==> src/rtl/vic_pkg.sv <==
package vic_pkg;
  // trigger encoding: bit 0 selects edge, bit 1 selects high/rising polarity
  typedef enum logic [1:0] {
    TRIG_LOW  = 2'b00,
    TRIG_FALL = 2'b01,
    TRIG_HIGH = 2'b10,
    TRIG_RISE = 2'b11
  } trig_e;

  localparam int ADDR_W = 8;

  localparam logic [7:0] A_IRQ_VEC = 8'h80;
  localparam logic [7:0] A_FIQ_VEC = 8'h81;
  localparam logic [7:0] A_CUR_ID  = 8'h82;
  localparam logic [7:0] A_PENDING = 8'h83;
  localparam logic [7:0] A_MASK    = 8'h84;
  localparam logic [7:0] A_CORE    = 8'h85;
  localparam logic [7:0] A_SPUR    = 8'h86;
  localparam logic [7:0] A_EN_CMD  = 8'h88;
  localparam logic [7:0] A_DIS_CMD = 8'h89;
  localparam logic [7:0] A_CLR_CMD = 8'h8A;
  localparam logic [7:0] A_SET_CMD = 8'h8B;
  localparam logic [7:0] A_EOI_CMD = 8'h8C;
  // mode words live at 0x00+n, vector words at 0x40+n
  localparam logic [1:0] REG_MODE = 2'b00;
  localparam logic [1:0] REG_VEC  = 2'b01;
endpackage

==> src/rtl/vic_src_cond.sv <==
module vic_src_cond
  import vic_pkg::*;
(
  input  logic  clk,
  input  logic  rst,
  input  logic  raw_i,
  input  trig_e trig_i,
  input  logic  set_i,
  input  logic  clr_i,
  output logic  pend_o
);
  logic s1_q, s2_q, s3_q, latch_q, latch_d;
  logic is_edge, hi_pol, edge_hit, level_on;

  assign is_edge  = trig_i[0];
  assign hi_pol   = trig_i[1];
  assign edge_hit = hi_pol ? (s2_q & ~s3_q) : (~s2_q & s3_q);
  assign level_on = hi_pol ? s2_q : ~s2_q;

  // a fresh edge wins over a clear in the same cycle
  always_comb begin
    if (is_edge) latch_d = (latch_q & ~clr_i) | set_i | edge_hit;
    else         latch_d = 1'b0;
  end

  always_ff @(posedge clk) begin
    if (rst) begin
      s1_q    <= 1'b0;
      s2_q    <= 1'b0;
      s3_q    <= 1'b0;
      latch_q <= 1'b0;
    end else begin
      s1_q    <= raw_i;
      s2_q    <= s1_q;
      s3_q    <= s2_q;
      latch_q <= latch_d;
    end
  end

  assign pend_o = is_edge ? latch_q : level_on;
endmodule

==> src/rtl/vic_arb.sv <==
module vic_arb #(
  parameter int NSRC   = 32,
  parameter int PRIO_W = 3,
  parameter int FIRST  = 1,
  localparam int IDX_W = $clog2(NSRC)
) (
  input  logic [NSRC-1:0]        cand_i,
  input  logic [NSRC*PRIO_W-1:0] prio_i,
  output logic                   found_o,
  output logic [IDX_W-1:0]       idx_o,
  output logic [PRIO_W-1:0]      prio_o
);
  // ascending scan with strict compare keeps the lowest index on ties
  always_comb begin
    found_o = 1'b0;
    idx_o   = '0;
    prio_o  = '0;
    for (int i = 0; i < NSRC; i++) begin
      if (i >= FIRST && cand_i[i] &&
          (!found_o || prio_i[i*PRIO_W +: PRIO_W] > prio_o)) begin
        found_o = 1'b1;
        idx_o   = IDX_W'(i);
        prio_o  = prio_i[i*PRIO_W +: PRIO_W];
      end
    end
  end
endmodule

==> src/rtl/vic_stack.sv <==
module vic_stack #(
  parameter int DEPTH = 8,
  parameter int W     = 8,
  localparam int PTR_W = $clog2(DEPTH),
  localparam int CNT_W = $clog2(DEPTH + 1)
) (
  input  logic             clk,
  input  logic             rst,
  input  logic             push_i,
  input  logic             pop_i,
  input  logic [W-1:0]     din_i,
  output logic [W-1:0]     top_o,
  output logic             empty_o,
  output logic             full_o,
  output logic [CNT_W-1:0] cnt_o
);
  logic [W-1:0]     mem [DEPTH];
  logic [CNT_W-1:0] cnt_q;
  logic [PTR_W-1:0] wr_ptr, top_ptr;

  assign empty_o = (cnt_q == '0);
  assign full_o  = (cnt_q == CNT_W'(DEPTH));
  assign wr_ptr  = PTR_W'(cnt_q);
  assign top_ptr = PTR_W'(cnt_q - 1'b1);
  assign top_o   = empty_o ? '0 : mem[top_ptr];
  assign cnt_o   = cnt_q;

  always_ff @(posedge clk) begin
    if (push_i && !full_o) mem[wr_ptr] <= din_i;
  end

  always_ff @(posedge clk) begin
    if (rst)                       cnt_q <= '0;
    else if (push_i && !full_o)    cnt_q <= cnt_q + 1'b1;
    else if (pop_i && !empty_o)    cnt_q <= cnt_q - 1'b1;
  end
endmodule

==> src/rtl/vic_ctrl.sv <==
module vic_ctrl
  import vic_pkg::*;
#(
  parameter int NSRC   = 32,
  parameter int PRIO_W = 3,
  parameter int DATA_W = 32,
  parameter int VEC_W  = 32
) (
  input  logic              clk,
  input  logic              rst,
  input  logic [NSRC-1:0]   src_i,
  input  logic              bus_en,
  input  logic              bus_we,
  input  logic [ADDR_W-1:0] bus_addr,
  input  logic [DATA_W-1:0] bus_wdata,
  output logic [DATA_W-1:0] bus_rdata,
  output logic              nirq_o,
  output logic              nfiq_o
);
  localparam int IDX_W = $clog2(NSRC);
  localparam int DEPTH = 2 ** PRIO_W;
  localparam int ENT_W = IDX_W + PRIO_W;
  localparam int CNT_W = $clog2(DEPTH + 1);

  // ---------------- bus decode ----------------
  logic wr, rd, in_range, mode_acc, vec_acc;
  logic is_ivr, is_fvr;
  logic [IDX_W-1:0] src_sel;

  assign wr       = bus_en & bus_we;
  assign rd       = bus_en & ~bus_we;
  assign in_range = int'(bus_addr[5:0]) < NSRC;
  assign mode_acc = (bus_addr[7:6] == REG_MODE) && in_range;
  assign vec_acc  = (bus_addr[7:6] == REG_VEC) && in_range;
  assign is_ivr   = rd && (bus_addr == A_IRQ_VEC);
  assign is_fvr   = (bus_addr == A_FIQ_VEC);
  assign src_sel  = bus_addr[IDX_W-1:0];

  // ---------------- per-source mode storage ----------------
  logic [PRIO_W-1:0] prio_q [NSRC];
  trig_e             trig_q [NSRC];
  logic [NSRC*PRIO_W-1:0] prio_flat;

  always_ff @(posedge clk) begin
    if (rst) begin
      for (int i = 0; i < NSRC; i++) begin
        prio_q[i] <= '0;
        trig_q[i] <= TRIG_LOW;
      end
    end else if (wr && mode_acc) begin
      prio_q[src_sel] <= bus_wdata[PRIO_W-1:0];
      trig_q[src_sel] <= trig_e'(bus_wdata[6:5]);
    end
  end

  always_comb begin
    for (int i = 0; i < NSRC; i++) prio_flat[i*PRIO_W +: PRIO_W] = prio_q[i];
  end

  // ---------------- mask and commands ----------------
  logic [NSRC-1:0] mask_q, set_vec, clr_vec, ack_vec, pend;
  logic [VEC_W-1:0] spur_q;

  always_ff @(posedge clk) begin
    if (rst) begin
      mask_q <= '0;
      spur_q <= '0;
    end else if (wr) begin
      if (bus_addr == A_EN_CMD)  mask_q <= mask_q | bus_wdata[NSRC-1:0];
      if (bus_addr == A_DIS_CMD) mask_q <= mask_q & ~bus_wdata[NSRC-1:0];
      if (bus_addr == A_SPUR)    spur_q <= bus_wdata[VEC_W-1:0];
    end
  end

  assign set_vec = (wr && bus_addr == A_SET_CMD) ? bus_wdata[NSRC-1:0] : '0;

  // ---------------- source conditioning ----------------
  for (genvar g = 0; g < NSRC; g++) begin : g_src
    vic_src_cond u_cond (
      .clk    (clk),
      .rst    (rst),
      .raw_i  (src_i[g]),
      .trig_i (trig_q[g]),
      .set_i  (set_vec[g]),
      .clr_i  (clr_vec[g]),
      .pend_o (pend[g])
    );
  end

  // ---------------- arbitration ----------------
  logic              found;
  logic [IDX_W-1:0]  win_idx;
  logic [PRIO_W-1:0] win_prio;

  vic_arb #(.NSRC(NSRC), .PRIO_W(PRIO_W), .FIRST(1)) u_arb (
    .cand_i  (pend & mask_q),
    .prio_i  (prio_flat),
    .found_o (found),
    .idx_o   (win_idx),
    .prio_o  (win_prio)
  );

  // ---------------- nesting stack ----------------
  logic              stk_push, stk_pop, stk_empty, stk_full;
  logic [ENT_W-1:0]  stk_top;
  logic [CNT_W-1:0]  stk_cnt;
  logic [PRIO_W-1:0] top_prio;
  logic [IDX_W-1:0]  cur_id;
  logic              irq_req;

  assign top_prio = stk_top[PRIO_W-1:0];
  assign cur_id   = stk_top[ENT_W-1:PRIO_W];
  assign irq_req  = found && (stk_empty || win_prio > top_prio);
  assign stk_push = is_ivr && irq_req;
  assign stk_pop  = wr && (bus_addr == A_EOI_CMD);
  assign ack_vec  = stk_push ? (NSRC'(1) << win_idx) : '0;
  assign clr_vec  = ((wr && bus_addr == A_CLR_CMD) ? bus_wdata[NSRC-1:0] : '0) | ack_vec;

  vic_stack #(.DEPTH(DEPTH), .W(ENT_W)) u_stack (
    .clk     (clk),
    .rst     (rst),
    .push_i  (stk_push),
    .pop_i   (stk_pop),
    .din_i   ({win_idx, win_prio}),
    .top_o   (stk_top),
    .empty_o (stk_empty),
    .full_o  (stk_full),
    .cnt_o   (stk_cnt)
  );

  // ---------------- registered request lines ----------------
  logic nirq_q, nfiq_q;
  always_ff @(posedge clk) begin
    if (rst) begin
      nirq_q <= 1'b1;
      nfiq_q <= 1'b1;
    end else begin
      nirq_q <= ~irq_req;
      nfiq_q <= ~(pend[0] & mask_q[0]);
    end
  end
  assign nirq_o = nirq_q;
  assign nfiq_o = nfiq_q;

  // ---------------- vector table (one write, one read port) ----------------
  logic [VEC_W-1:0] vec_mem [NSRC];
  logic [VEC_W-1:0] vec_q;
  logic [IDX_W-1:0] vec_ridx;

  always_comb begin
    if (is_ivr)      vec_ridx = win_idx;
    else if (is_fvr) vec_ridx = '0;
    else             vec_ridx = src_sel;
  end

  always_ff @(posedge clk) begin
    if (wr && vec_acc) vec_mem[src_sel] <= bus_wdata[VEC_W-1:0];
  end

  always_ff @(posedge clk) begin
    vec_q <= vec_mem[vec_ridx];
  end

  // ---------------- read data path ----------------
  logic              use_vec_q, use_vec_d;
  logic [DATA_W-1:0] word_q, word_d;

  assign use_vec_d = vec_acc || is_fvr || (is_ivr && irq_req);

  always_comb begin
    word_d = '0;
    if (mode_acc) begin
      word_d[6:5]        = trig_q[src_sel];
      word_d[PRIO_W-1:0] = prio_q[src_sel];
    end else begin
      case (bus_addr)
        A_IRQ_VEC, A_SPUR: word_d = DATA_W'(spur_q);
        A_CUR_ID:          word_d = DATA_W'(cur_id);
        A_PENDING:         word_d = DATA_W'(pend);
        A_MASK:            word_d = DATA_W'(mask_q);
        A_CORE:            word_d = DATA_W'({nirq_q, nfiq_q});
        default:           word_d = '0;
      endcase
    end
  end

  always_ff @(posedge clk) begin
    if (rst) begin
      use_vec_q <= 1'b0;
      word_q    <= '0;
    end else if (rd) begin
      use_vec_q <= use_vec_d;
      word_q    <= word_d;
    end
  end

  assign bus_rdata = use_vec_q ? DATA_W'(vec_q) : word_q;
endmodule

==> config.mk <==
export PLATFORM = sky130hd
export DESIGN_NAME = vic_ctrl
export DESIGN_NICKNAME = d
export VERILOG_FILES = /design/src/rtl/vic_pkg.sv /design/src/rtl/vic_src_cond.sv /design/src/rtl/vic_arb.sv /design/src/rtl/vic_stack.sv /design/src/rtl/vic_ctrl.sv
export SDC_FILE = /design/constraint.sdc
export NUM_CORES = 2
export LEC_CHECK = 0
export BUFFER_PORTS_ARGS = -buffer_cell sky130_fd_sc_hd__buf_2
export CAP_MARGIN = 20
export CORE_ASPECT_RATIO = 0.8
export CORE_MARGIN = 5
export CORE_UTILIZATION = 55
export DETAILED_ROUTE_END_ITERATION = 8
export PLACE_DENSITY_LB_ADDON = 0.2
export SYNTH_ARGS = -nofsm -noshare
export SYNTH_HDL_FRONTEND = slang
export SYNTH_SLANG_ARGS = --single-unit
==> constraint.sdc <==
create_clock -name clk -period 49.5 [get_ports clk]
set_input_delay 4.95 -clock clk [delete_from_list [all_inputs] [get_ports clk]]
set_output_delay 4.95 -clock clk [all_outputs]
set_load 0.01 [all_outputs]
==> out/metrics.yaml <==
timing:
  hold_viol: 0
  fin_skew_ps: 32.6
  layout_setup_ws_ps: 3080
  min_period_ps: 46420
  tns_ps: 0
  slew_viol_final: 8
  timing.fmax_mhz: 21.5
  slew_headroom: -0.0935
  setup_violations: 0
  min_period_over_period: 0.938
  worstMarginPinSlew_ps: 1630
floorplan:
  start_util: 0.555
  die_y_microns: 320
  die_width_microns: 398
  row_count: 113
  ioPinCount: 110
  die-area_sq_um: 127000
  core_area_sq_um: 119000
pwr:
  powerDensity_nw_per_um2: 36.0
  peakVddDrop_mv: 0.0337
  p_leak_nw: 25.0
route:
  viasPerCell: 6.65
  firstDrtPassIters: 7
  wl_mm: 213
  wl_per_cell_microns: 29.9
  drc: 0
  ant_nets: 0
  drtIter0Drc: 7025
  vias: 47400
run_status:
  failed_checks: "max-capacitance violations, max-slew violations"
  outcome: "finished, violations left"
synth:
  netlist_instances: 5300
  yosys_warnings: 0
  synth_flop_cell: "edfxtp_1"
  avgSynthCellArea_sq_um: 12.5
  synth_cell_types: 103
  ys_seq_area_frac: 0.647
  synth_edf_count: 1248
  syn_nets: 5448
  synth_seq_cells: 1511
  synthArstFlopShare: 0
  synth_area_sq_um: 66100
critical_path:
  slowest_stage: "o31ai_1"
  crit_path_frequent_cell: "a21oi_1"
  worstSetupEndpointType: "flip-flop"
  crit_fanout: 47
  critPathMaxStageDelay_ps: 590
  cp-startpoint: "trig_q[1][1]$_SDFFCE_PN0P_"
  critical_path_required_ps: 50140
  crit_arrival_ps: 47060
  worst_r2r_startpoint: "trig_q[1][1]$_SDFFCE_PN0P_"
  worstSetupPathType: "reg -> reg"
  start_kind: "flip-flop"
global_routing:
  antenna_found_initial: 27
  grt_max_degree: 149
  grt_usage: 0.322
  grt_pass1_wl_mm: 302
  grt_pass1_vias: 43500
  grt_overflow: 0
clocking:
  path_clk_slew_ps: 60
  ctsRootBufferMaster: "clkbuf_16"
  cts_tree: "yes"
  cts-htree-levels: 4
  numCtsBuffers: 147
  clock-sinks: 1511
  cts_hold_buf: 0
  clk_latency_ps: 790
  clockBufferDepth: 3
layout:
  mostFrequentLayoutCells: "edfxtp_1, nand2_1, nand3_1"
  layout_commonest_cell: "edfxtp_1"
  stdcell_area_sq_um: 74100
  nNetsFinal: 5535
  syn_to_final_growth_pct: 12.2
  fill_cells: 9241
  post-route-util: 0.623
  drive_gt1_frac: 0.153
  fin_cells: 7130
min_path:
  hold_class: "reg -> reg"
  min_from: "g_src[14].u_cond.s1_q$_SDFF_PP0_"
placed_design:
  gp_congestion: 0.954
  dp_hpwl_mm: 126
  dp.cells: 6793
  dpl-instance-area_sq_um: 68500
  io_buffer_count: 109
  dp_slack_ps: -422
flow_run:
  drv_cap: 1
## Yosys cell counts, types with 16 or more instances
| master | n | share of area |
|---|---|---|
| o21a_1 | 138 | 0.016 |
| and2_1 | 171 | 0.016 |
| edfxtp_1 | 1248 | 0.57 |
| buf_2 | 129 | 0.0098 |
| nor4_2 | 30 | 0.0057 |
| dfxtp_1 | 263 | 0.080 |
| nor3_1 | 55 | 0.0042 |
| xor2_1 | 20 | 0.0027 |
| clkbuf_1 | 179 | 0.010 |
| nand2b_1 | 52 | 0.0049 |
| a21o_1 | 16 | 0.0018 |
| o21ai_0 | 84 | 0.0064 |
| ha_1 | 72 | 0.014 |
| nand4_1 | 72 | 0.0068 |
| a21oi_1 | 323 | 0.024 |
| o22ai_1 | 73 | 0.0069 |
| nand2_1 | 624 | 0.035 |
| nor2b_1 | 120 | 0.011 |
| or2_2 | 37 | 0.0035 |
| mux4_2 | 66 | 0.022 |
| buf_1 | 21 | 0.0012 |
| a31oi_1 | 78 | 0.0074 |
| nand3_1 | 357 | 0.027 |
| o211ai_1 | 71 | 0.0081 |
| xnor2_1 | 16 | 0.0021 |
| mux2_2 | 48 | 0.0082 |
| inv_1 | 98 | 0.0056 |
| a221oi_1 | 102 | 0.014 |
| a211oi_1 | 191 | 0.022 |
| o31ai_1 | 41 | 0.0047 |
| mux2i_1 | 47 | 0.0071 |
| nor2_1 | 228 | 0.013 |
## worst max-delay path: cells and delay by family (launching register included)
kind | cells | cell delay (ps)
muxes | 7 | 2260
buffers and inverters | 11 | 1500
DFF | 1 | 460
AOI/OAI and AO/OA | 136 | 24370
adders and majority gates | 30 | 8790
and+or+nand+nor | 60 | 8610
xor gates and xnor gates | 1 | 210
## per-stage QoR
step	hold slack, ps	power, mW
after floorplan	414	1.52
after global placement	417	1.59
after detailed placement	422	1.60
after CTS	438	2.67
after global routing	455	2.75
final	437	2.67
## final cells by class
type,count,area [sq um],area share
Clock inverter,43,347,0.00468
Timing Repair Buffer,282,2150,0.0291
Clock buffer,226,4280,0.0577
Inverter,100,375,0.00506
Multi-Input combinational cell,3345,22200,0.299
Tap cell,1610,2010,0.0272
Antenna cell,13,32.5,0.000439
Sequential cell,1511,42700,0.577
## kinds of logic after synthesis
family,count (synthesis),share of synthesized area
and+or+nand+nor,1817,0.136
DFF,1511,0.647
AOI/OAI and AO/OA,1252,0.131
buffers and inverters,451,0.0299
muxes,161,0.0378
adders and majority gates,72,0.0136
xor gates and xnor gates,36,0.00477
## routing by layer
layer / GRT usage / wire length [microns] / vias up / share of wire
met5: 0 / 144 / - / 0.00068
met1: 0.477 / 85500 / 23500 / 0.40
li1: - / - / 20300 / -
met4: 0.0962 / 6870 / 13 / 0.032
met2: 0.469 / 92300 / 3051 / 0.43
met3: 0.0854 / 28100 / 458 / 0.13
## power breakdown
group | internal, mW | switching [mW] | total [mW] | leakage (nW)
clock | 0.609 | 0.479 | 1.09 | 2.26
combinational | 0.0546 | 0.118 | 0.173 | 9.29
sequential | 1.39 | 0.0183 | 1.41 | 13.4
## registers in the layout, indices dropped and copies added, names as in the netlist, named ones only
name and cells:
g_src.u_cond.latch_q 32, g_src.u_cond.s1_q 32, g_src.u_cond.s2_q 32, g_src.u_cond.s3_q 32, nfiq_o 1, nirq_o 1, prio_q 96, spur_q 32
trig_q 64, u_stack.cnt_o 4, u_stack.mem 64, use_vec_q 1, vec_mem 1024, vec_q 32, word_q 32
## repair_timing
item                       CTS  global route
setup buffers                3            40
gates cloned                 2             9
pin swaps                    1            19
setup endpoints to repair  116           197
resized for setup            9            99
## final timing paths
check        cells past startpoint  slack [ps]                          endpoint
max                            245        3080                  vec_q[8]$_DFF_P_
min                              1         440  g_src[14].u_cond.s2_q$_SDFF_PP0_
max reg2reg                    245        3080                  vec_q[8]$_DFF_P_
min reg2reg                      1         440  g_src[14].u_cond.s2_q$_SDFF_PP0_
(Power assumes the default switching activity.)
